`src/rtl/range_counter_pkg.sv`:
```
package range_counter_pkg;
  typedef enum logic [2:0] {
    ACT_HOLD,
    ACT_CLEAR,
    ACT_LOAD,
    ACT_RELOAD,
    ACT_STEP
  } cnt_act_e;
endpackage

```
`src/rtl/range_counter_detect.sv`:
```
module range_counter_detect #(
  parameter int WIDTH = 4
) (
  input  logic [WIDTH-1:0] cnt,
  input  logic [WIDTH-1:0] end_val,
  output logic             at_end,
  output logic             at_top
);
  // all-ones detect built as an AND chain over the bits
  logic [WIDTH:0] chain;
  assign chain[0] = 1'b1;
  for (genvar i = 0; i < WIDTH; i++) begin : g_and
    assign chain[i+1] = chain[i] & cnt[i];
  end
  assign at_top = chain[WIDTH];
  assign at_end = (cnt == end_val);
endmodule

```
`src/rtl/range_counter_next.sv`:
```
module range_counter_next
  import range_counter_pkg::*;
#(
  parameter int WIDTH = 4
) (
  input  logic             clr,
  input  logic             ld,
  input  logic             en,
  input  logic             at_end,
  input  logic             at_top,
  input  logic [WIDTH-1:0] cnt,
  input  logic [WIDTH-1:0] ld_val,
  input  logic [WIDTH-1:0] start_val,
  output cnt_act_e         act,
  output logic [WIDTH-1:0] nxt
);
  always_comb begin
    if (clr)                    act = ACT_CLEAR;
    else if (ld)                act = ACT_LOAD;
    else if (!en)               act = ACT_HOLD;
    else if (at_end || at_top)  act = ACT_RELOAD;
    else                        act = ACT_STEP;
  end

  always_comb begin
    unique case (act)
      ACT_CLEAR:  nxt = '0;
      ACT_LOAD:   nxt = ld_val;
      ACT_RELOAD: nxt = start_val;
      ACT_STEP:   nxt = cnt + 1'b1;
      default:    nxt = cnt;
    endcase
  end
endmodule

```
`src/rtl/range_counter.sv`:
```
module range_counter
  import range_counter_pkg::*;
#(
  parameter int WIDTH = 4
) (
  input  logic             clk,
  input  logic             rst,
  input  logic             clr,
  input  logic             ld,
  input  logic [WIDTH-1:0] ld_val,
  input  logic             en,
  input  logic [WIDTH-1:0] start_val,
  input  logic [WIDTH-1:0] end_val,
  output logic [WIDTH-1:0] cnt,
  output logic             carry_out
);
  localparam logic [WIDTH-1:0] ALL_ONES = {WIDTH{1'b1}};

  logic [WIDTH-1:0] cnt_q;
  logic [WIDTH-1:0] cnt_d;
  logic             carry_q;
  logic             at_end;
  logic             at_top;
  cnt_act_e         act;

  range_counter_detect #(.WIDTH(WIDTH)) u_detect (
    .cnt     (cnt_q),
    .end_val (end_val),
    .at_end  (at_end),
    .at_top  (at_top)
  );

  range_counter_next #(.WIDTH(WIDTH)) u_next (
    .clr       (clr),
    .ld        (ld),
    .en        (en),
    .at_end    (at_end),
    .at_top    (at_top),
    .cnt       (cnt_q),
    .ld_val    (ld_val),
    .start_val (start_val),
    .act       (act),
    .nxt       (cnt_d)
  );

  // carry is registered from the next count so it lines up with cnt_q
  always_ff @(posedge clk) begin
    if (rst) begin
      cnt_q   <= '0;
      carry_q <= 1'b0;
    end else begin
      cnt_q   <= cnt_d;
      carry_q <= (cnt_d == ALL_ONES);
    end
  end

  assign cnt       = cnt_q;
  assign carry_out = carry_q;


  reset_zero_chk: assert property (@(posedge clk)
    rst |=> (cnt == '0) && !carry_out);


  clear_zero_chk: assert property (@(posedge clk) disable iff (rst)
    (act == ACT_CLEAR) |=> (cnt == '0));


  load_copy_chk: assert property (@(posedge clk) disable iff (rst)
    (!clr && ld) |=> (cnt == $past(ld_val)));


  step_one_chk: assert property (@(posedge clk) disable iff (rst)
    (!clr && !ld && en && (cnt != end_val) && (cnt != ALL_ONES))
      |=> (cnt == WIDTH'($past(cnt) + 1'b1)));


  hold_chk: assert property (@(posedge clk) disable iff (rst)
    (!clr && !ld && !en) |=> $stable(cnt));


  carry_match_chk: assert property (@(posedge clk) disable iff (rst)
    carry_out == (cnt == ALL_ONES));


  reload_start_chk: assert property (@(posedge clk) disable iff (rst)
    (!clr && !ld && en && ((cnt == end_val) || (cnt == ALL_ONES)))
      |=> (cnt == $past(start_val)));
endmodule

```
`config.mk`:
```
export PLATFORM = sky130hd
export DESIGN_NAME = range_counter
export DESIGN_NICKNAME = d
export VERILOG_FILES = /design/src/rtl/range_counter_pkg.sv /design/src/rtl/range_counter_detect.sv /design/src/rtl/range_counter_next.sv /design/src/rtl/range_counter.sv
export SDC_FILE = /design/constraint.sdc
export NUM_CORES = 1
export LEC_CHECK = 0
export BUFFER_PORTS_ARGS = -buffer_cell sky130_fd_sc_hd__clkbuf_2
export CORE_AREA = 3 3 40 42
export DETAILED_ROUTE_END_ITERATION = 12
export DIE_AREA = 0 0 43 45
export PLACE_DENSITY = 0.68
export RECOVER_POWER = 50
export SETUP_SLACK_MARGIN = 0.3
export SLEW_MARGIN = 25
export SYNTH_ARGS = -nofsm -noshare
export SYNTH_HDL_FRONTEND = slang
export SYNTH_SLANG_ARGS = --single-unit
export TNS_END_PERCENT = 50
```
`constraint.sdc`:
```
create_clock -name clk -period 2.3 [get_ports clk]
set_clock_uncertainty 0.2 [all_clocks]
set_input_delay 0.46 -clock clk [delete_from_list [all_inputs] [get_ports clk]]
set_output_delay 0.46 -clock clk [all_outputs]
set_load 0.05 [all_outputs]
```
# After elaboration in Yosys (flattened, before gate mapping)
# Index checks and enable logic that the tools add are counted.
# totals
regBits	5
latch_bits	0
ram_bits	0
romBits	0
in_bits	17
out_inout_bits	5
mem_count	0
# classes
add_sub_neg	1
multipliers	0
div_mod_pow	0
order_cmp	0
eq_ne	6
n_shift	0
mux	5
bitwise	3
reduce_logical	1
# ops
cell	n
one-hot mux 4 bit (4 select lines)	1
two-way mux 3 bit	4
equality test 3 x 2 -> 1 bit (second input constant)	2
adder 4 x 1 -> 4 bit (second input constant)	1
equality test 4 bit	1
equality test 4 bit (second input constant)	1
AND 1 bit	3
equality test 3 x 1 -> 1 bit (second input constant)	1
equality test 3 bit (second input constant)	1
logical OR 1 bit	1

# Longest topological paths before layout
# logic_depth
word_depth	11
mapped_depth	7
mapped_depth_nobuf	7

# By module
# Synthesis repeated with hierarchy kept, for this count alone.
# unflattened
hier_cells	52
hier_area_um2	427.9
# by_module_without_submodules
mod	instances	cells_per_inst	area_each_um2	seq_area_each_um2
range_counter_next	1	36	226.5	0.0
range_counter	1	10	143.9	100.1
range_counter_detect	1	6	57.6	0.0

# Worst setup path before layout
# OpenSTA, ideal clock, no wires.
# synth_timing
path_type	reg-to-reg
from	register cnt_q[0] (netlist: cnt[0])
to	register carry_q (netlist: carry_out)
setup_time_ps	88
arrival_ps	1939
setup_slack_ps	73
path_stages_with_launch	8
path_buffers	0
synth_period_minus_slack_ps	2227
path_cell_list	dfxtp_1 ha_1 ha_1 and2_1 a311oi_1 a211oi_2 o211ai_1 nor4_2
# synth_between
elab_chain_cells	11
# synth_lines
element	line	text
from (decl)	range_counter.sv:19	logic [WIDTH-1:0] cnt_q;
from (signal assigned)	range_counter.sv:52	cnt_q <= cnt_d;
AND 1 bit (3 in a row)	range_counter_detect.sv:13	assign chain[i+1] = chain[i] & cnt[i];
logical OR 1 bit	range_counter_next.sv:21	else if (at_end || at_top) act = ACT_RELOAD;
two-way mux 3 bit	range_counter_next.sv:21	
two-way mux 3 bit	range_counter_next.sv:20	else if (!en) act = ACT_HOLD;
two-way mux 3 bit	range_counter_next.sv:19	else if (ld) act = ACT_LOAD;
two-way mux 3 bit	range_counter_next.sv:18	if (clr) act = ACT_CLEAR;
equality test 3 bit, or another cell as far along	range_counter_next.sv:26	unique case (act)
one-hot mux 4 bit (4 select lines) *	range_counter_next.sv:26	
equality test 4 bit *	range_counter.sv:53	carry_q <= (cnt_d == ALL_ONES);
to (signal assigned)	range_counter.sv:53	
to (decl)	range_counter.sv:21	logic carry_q;
# Every way passes the cells marked *; elsewhere a longest branch is shown, timed or not.
# A chain may end at the register's enable or synchronous reset.

# Worst setup path after layout
# layout_timing
from	register cnt_q[3] (netlist: cnt[3])
to	output cnt[3]
# layout_lines
element	line	text
to (decl)	range_counter.sv:14	output logic [WIDTH-1:0] cnt,
# No word-level cell between the ends.

==> results.toml <==
[status]
status = "completed"

[grt]
grt_max_degree = 13
grt_usage = 0.1583
globalRoute.totalOverflow = 0
grt_pass1_vias = 538
antenna_found_initial = 0
grt_pass1_wl_mm = 2.283

[cells_and_area]
num-fill-cells = 139
final_util = 0.5355
multi_input_area_sq_um = 422.9
drive_gt1_frac = 0.3226
diodes = 0
register_area_sq_um = 106.4
instances_no_fill = 108
syn2layout_area_growth_pct = 25.86
fin_nets = 113
design_area_sq_um = 688.2

[synth]
synth_edf_count = 0
synthArstFlopShare = 0
synth_top_family_by_area = "simple AND/OR/NAND/NOR gates"
synth-simple-area-share = 0.3272
syn-cell-area_sq_um = 546.8
synth_compound_area_frac = 0.2792
yosysWarnings = 0
synth_fa_ha_area_frac = 0.04577
yosysTopAreaCell = "dfxtp_1"
synth-main-ff-cell = "dfxtp_1"
synth.avg_cell_area_sq_um = 7.594
ys_ff_latch = 5
synth_top_area_frac = 0.1831
synth-xor-area-share = 0.1053
synthTopCellsByCount = "nand2_1, nor2_1, dfxtp_1"
synthTopCellsByArea = "dfxtp_1, xnor2_2, nand2_1"
yosysMostFrequentCell = "nand2_1"
syn-num-nets = 91
synthDistinctLibCells = 32
synthCells = 72
synthMuxAreaShare = 0
yosysSeqAreaShare = 0.1831

[worst_setup_path]
critPathRequiredTime_ps = 1640
max_stage_delay_ps = 560
worst-path-max-fanout = 12
r2r_start = "cnt[0]"
startpoint_type = "flop"
rrSetupSlack_ps = 410
critPathKind = "reg -> out"
rr_worst_depth = 7
reg2reg_to = "carry_out"
crit_chain = "clkbuf_1"
end_kind = "output port"
slowest_stage = "dfxtp_1"
arrival_ps = 1310
path_delay_family = "flip-flops"
crit_buf_inv = 1

[floorplanning]
num_rows = 13
core_area_sq_mm = 0.001285
die_w_um = 43
ios = 22
die_h_um = 45
start_util = 0.4255
dieArea_sq_mm = 0.001935

[clocking]
tritoncts = "built"
post_cts_buffers = 0
clock_latency_ps = 240
clk_path_buf_depth = 2
cts_root_buf = "clkbuf_4"
cts_max_level = 1
cts_sinks = 5
post_cts_resized = 0
cts_buffers = 3
path_clk_slew_ps = 40
hold_buffers = 0

[place]
place_ws_ps = 280.5
place_congestion = 0.8336
placed_area_sq_um = 656.9
portBuffers = 21
hpwl_mm = 1.133
dp_cells = 104

[timing]
hold_viol = 0
rsz0062_at_grt = "no"
period_share = 0.8585
setup_viol = 0
fmax_ghz = 0.5064
worst_pin_slew_ps = 593.7
min_period_ps = 1975
whs_ps = 232.0
setup_tns_ps = 0
slew_headroom = 0.6059
slew_viol_final = 0
setup_slack_ps = 325.4

[hold_path]
hp-class = "in -> reg"
hold_depth = 2
worstHoldEndpoint = "cnt[1]"
hold_start = "rst"

[pwr]
total_power_uw = 295.5
ir_drop_mv = 0.2973
p_leak_nw = 0.2762
p_per_area_mw_per_mm2 = 429.4

[route]
drc_errors = 0
vias = 598
drtPass1Iterations = 4
wl_mm = 1.431
routedWlPerCell_um = 13.25
viasPerCell = 5.537
drtIter0Drc = 16
ant_nets = 0

[flow_run]
maxCapViolations = 0
## worst register-to-register path, stage by stage (launching register included)
cell and delay [ps]:
dfxtp_4 370, ha_1 200, ha_1 220, and2_4 180, a311oi_2 260, a211oi_2 80
o211ai_1 200, nor4_2 70
## logic make-up (layout without fill, tap and decap cells)
kind of cell,count (synthesis),after routing
AOI/OAI and AO/OA,21,21
xor gates and xnor gates,4,4
and+or+nand+nor,32,32
buffers and inverters,8,29
adders and majority gates,2,2
DFF,5,5
## area by class of cell
| type | count | share of cell area |
|---|---|---|
| Timing Repair Buffer | 21 | 0.1436 |
| Tap cell | 15 | 0.02727 |
| Multi-Input combinational cell | 59 | 0.6145 |
| Clock buffer | 4 | 0.03818 |
| Inverter | 4 | 0.02182 |
| Sequential cell | 5 | 0.1545 |
## per-layer routing
layer,track usage,vias up,part of all wire
met1,0.2053,268,0.48
met3,0.05578,2,0.059
met4,0.06024,0,0.0056
met2,0.2425,18,0.45
li1,-,310,-
met5,0,-,0
## where the power goes
group          total (mW)  switching, mW  internal, mW  leakage [nW]
registers           0.100        0.00949        0.0907        0.0424
logic              0.0952         0.0570        0.0382         0.219
clock network       0.100         0.0346        0.0655        0.0150
## sequential cells by signal, indices dropped and copies added (netlist names)
name and flops:
cnt 4, carry_out 1
## worst max path at each step
stage | cells after the start | endpoint | slack (ps) | start
5_1_grt | 1 | cnt[3] | 270 | cnt[3]
4_1_cts | 7 | carry_out | 320 | cnt[0]
6_report | 1 | cnt[3] | 330 | cnt[3]
2_1_floorplan | 7 | carry_out | 320 | cnt[0]
3_5_place_dp | 6 | cnt[3] | 280 | end_val[2]
3_3_place_gp | 6 | carry_out | 290 | clr
## layout by cell type (no fill, tap or decap)
master    synthesis  layout
a41oi_1           2       2
nand4_1           1       1
a211oi_1          3       3
o211ai_1          1       1
a311oi_1          3       2
dfxtp_2           0       2
xnor2_2           3       3
ha_1              2       2
o21ai_0           2       1
a311oi_2          0       1
a21oi_1           4       4
clkbuf_1          2       6
inv_1             4       4
clkbuf_4          0       3
nor2b_1           3       3
a311o_1           1       1
o21ai_1           1       2
clkbuf_2          0      16
nor4_2            1       1
a22oi_1           1       1
nand4b_1          2       2
or2_1             1       1
nor3_1            4       4
and2_4            0       1
dfxtp_4           0       1
nand2b_1          1       1
o21a_1            1       1
a31oi_1           1       1
nand2_1           7       7
dfxtp_1           5       2
nor2_1            6       6
xnor2_1           1       1
nor3b_1           2       2
a211oi_2          1       1
and3_4            1       1
nand3_1           2       2
Power figures use the tool's default switching activity.
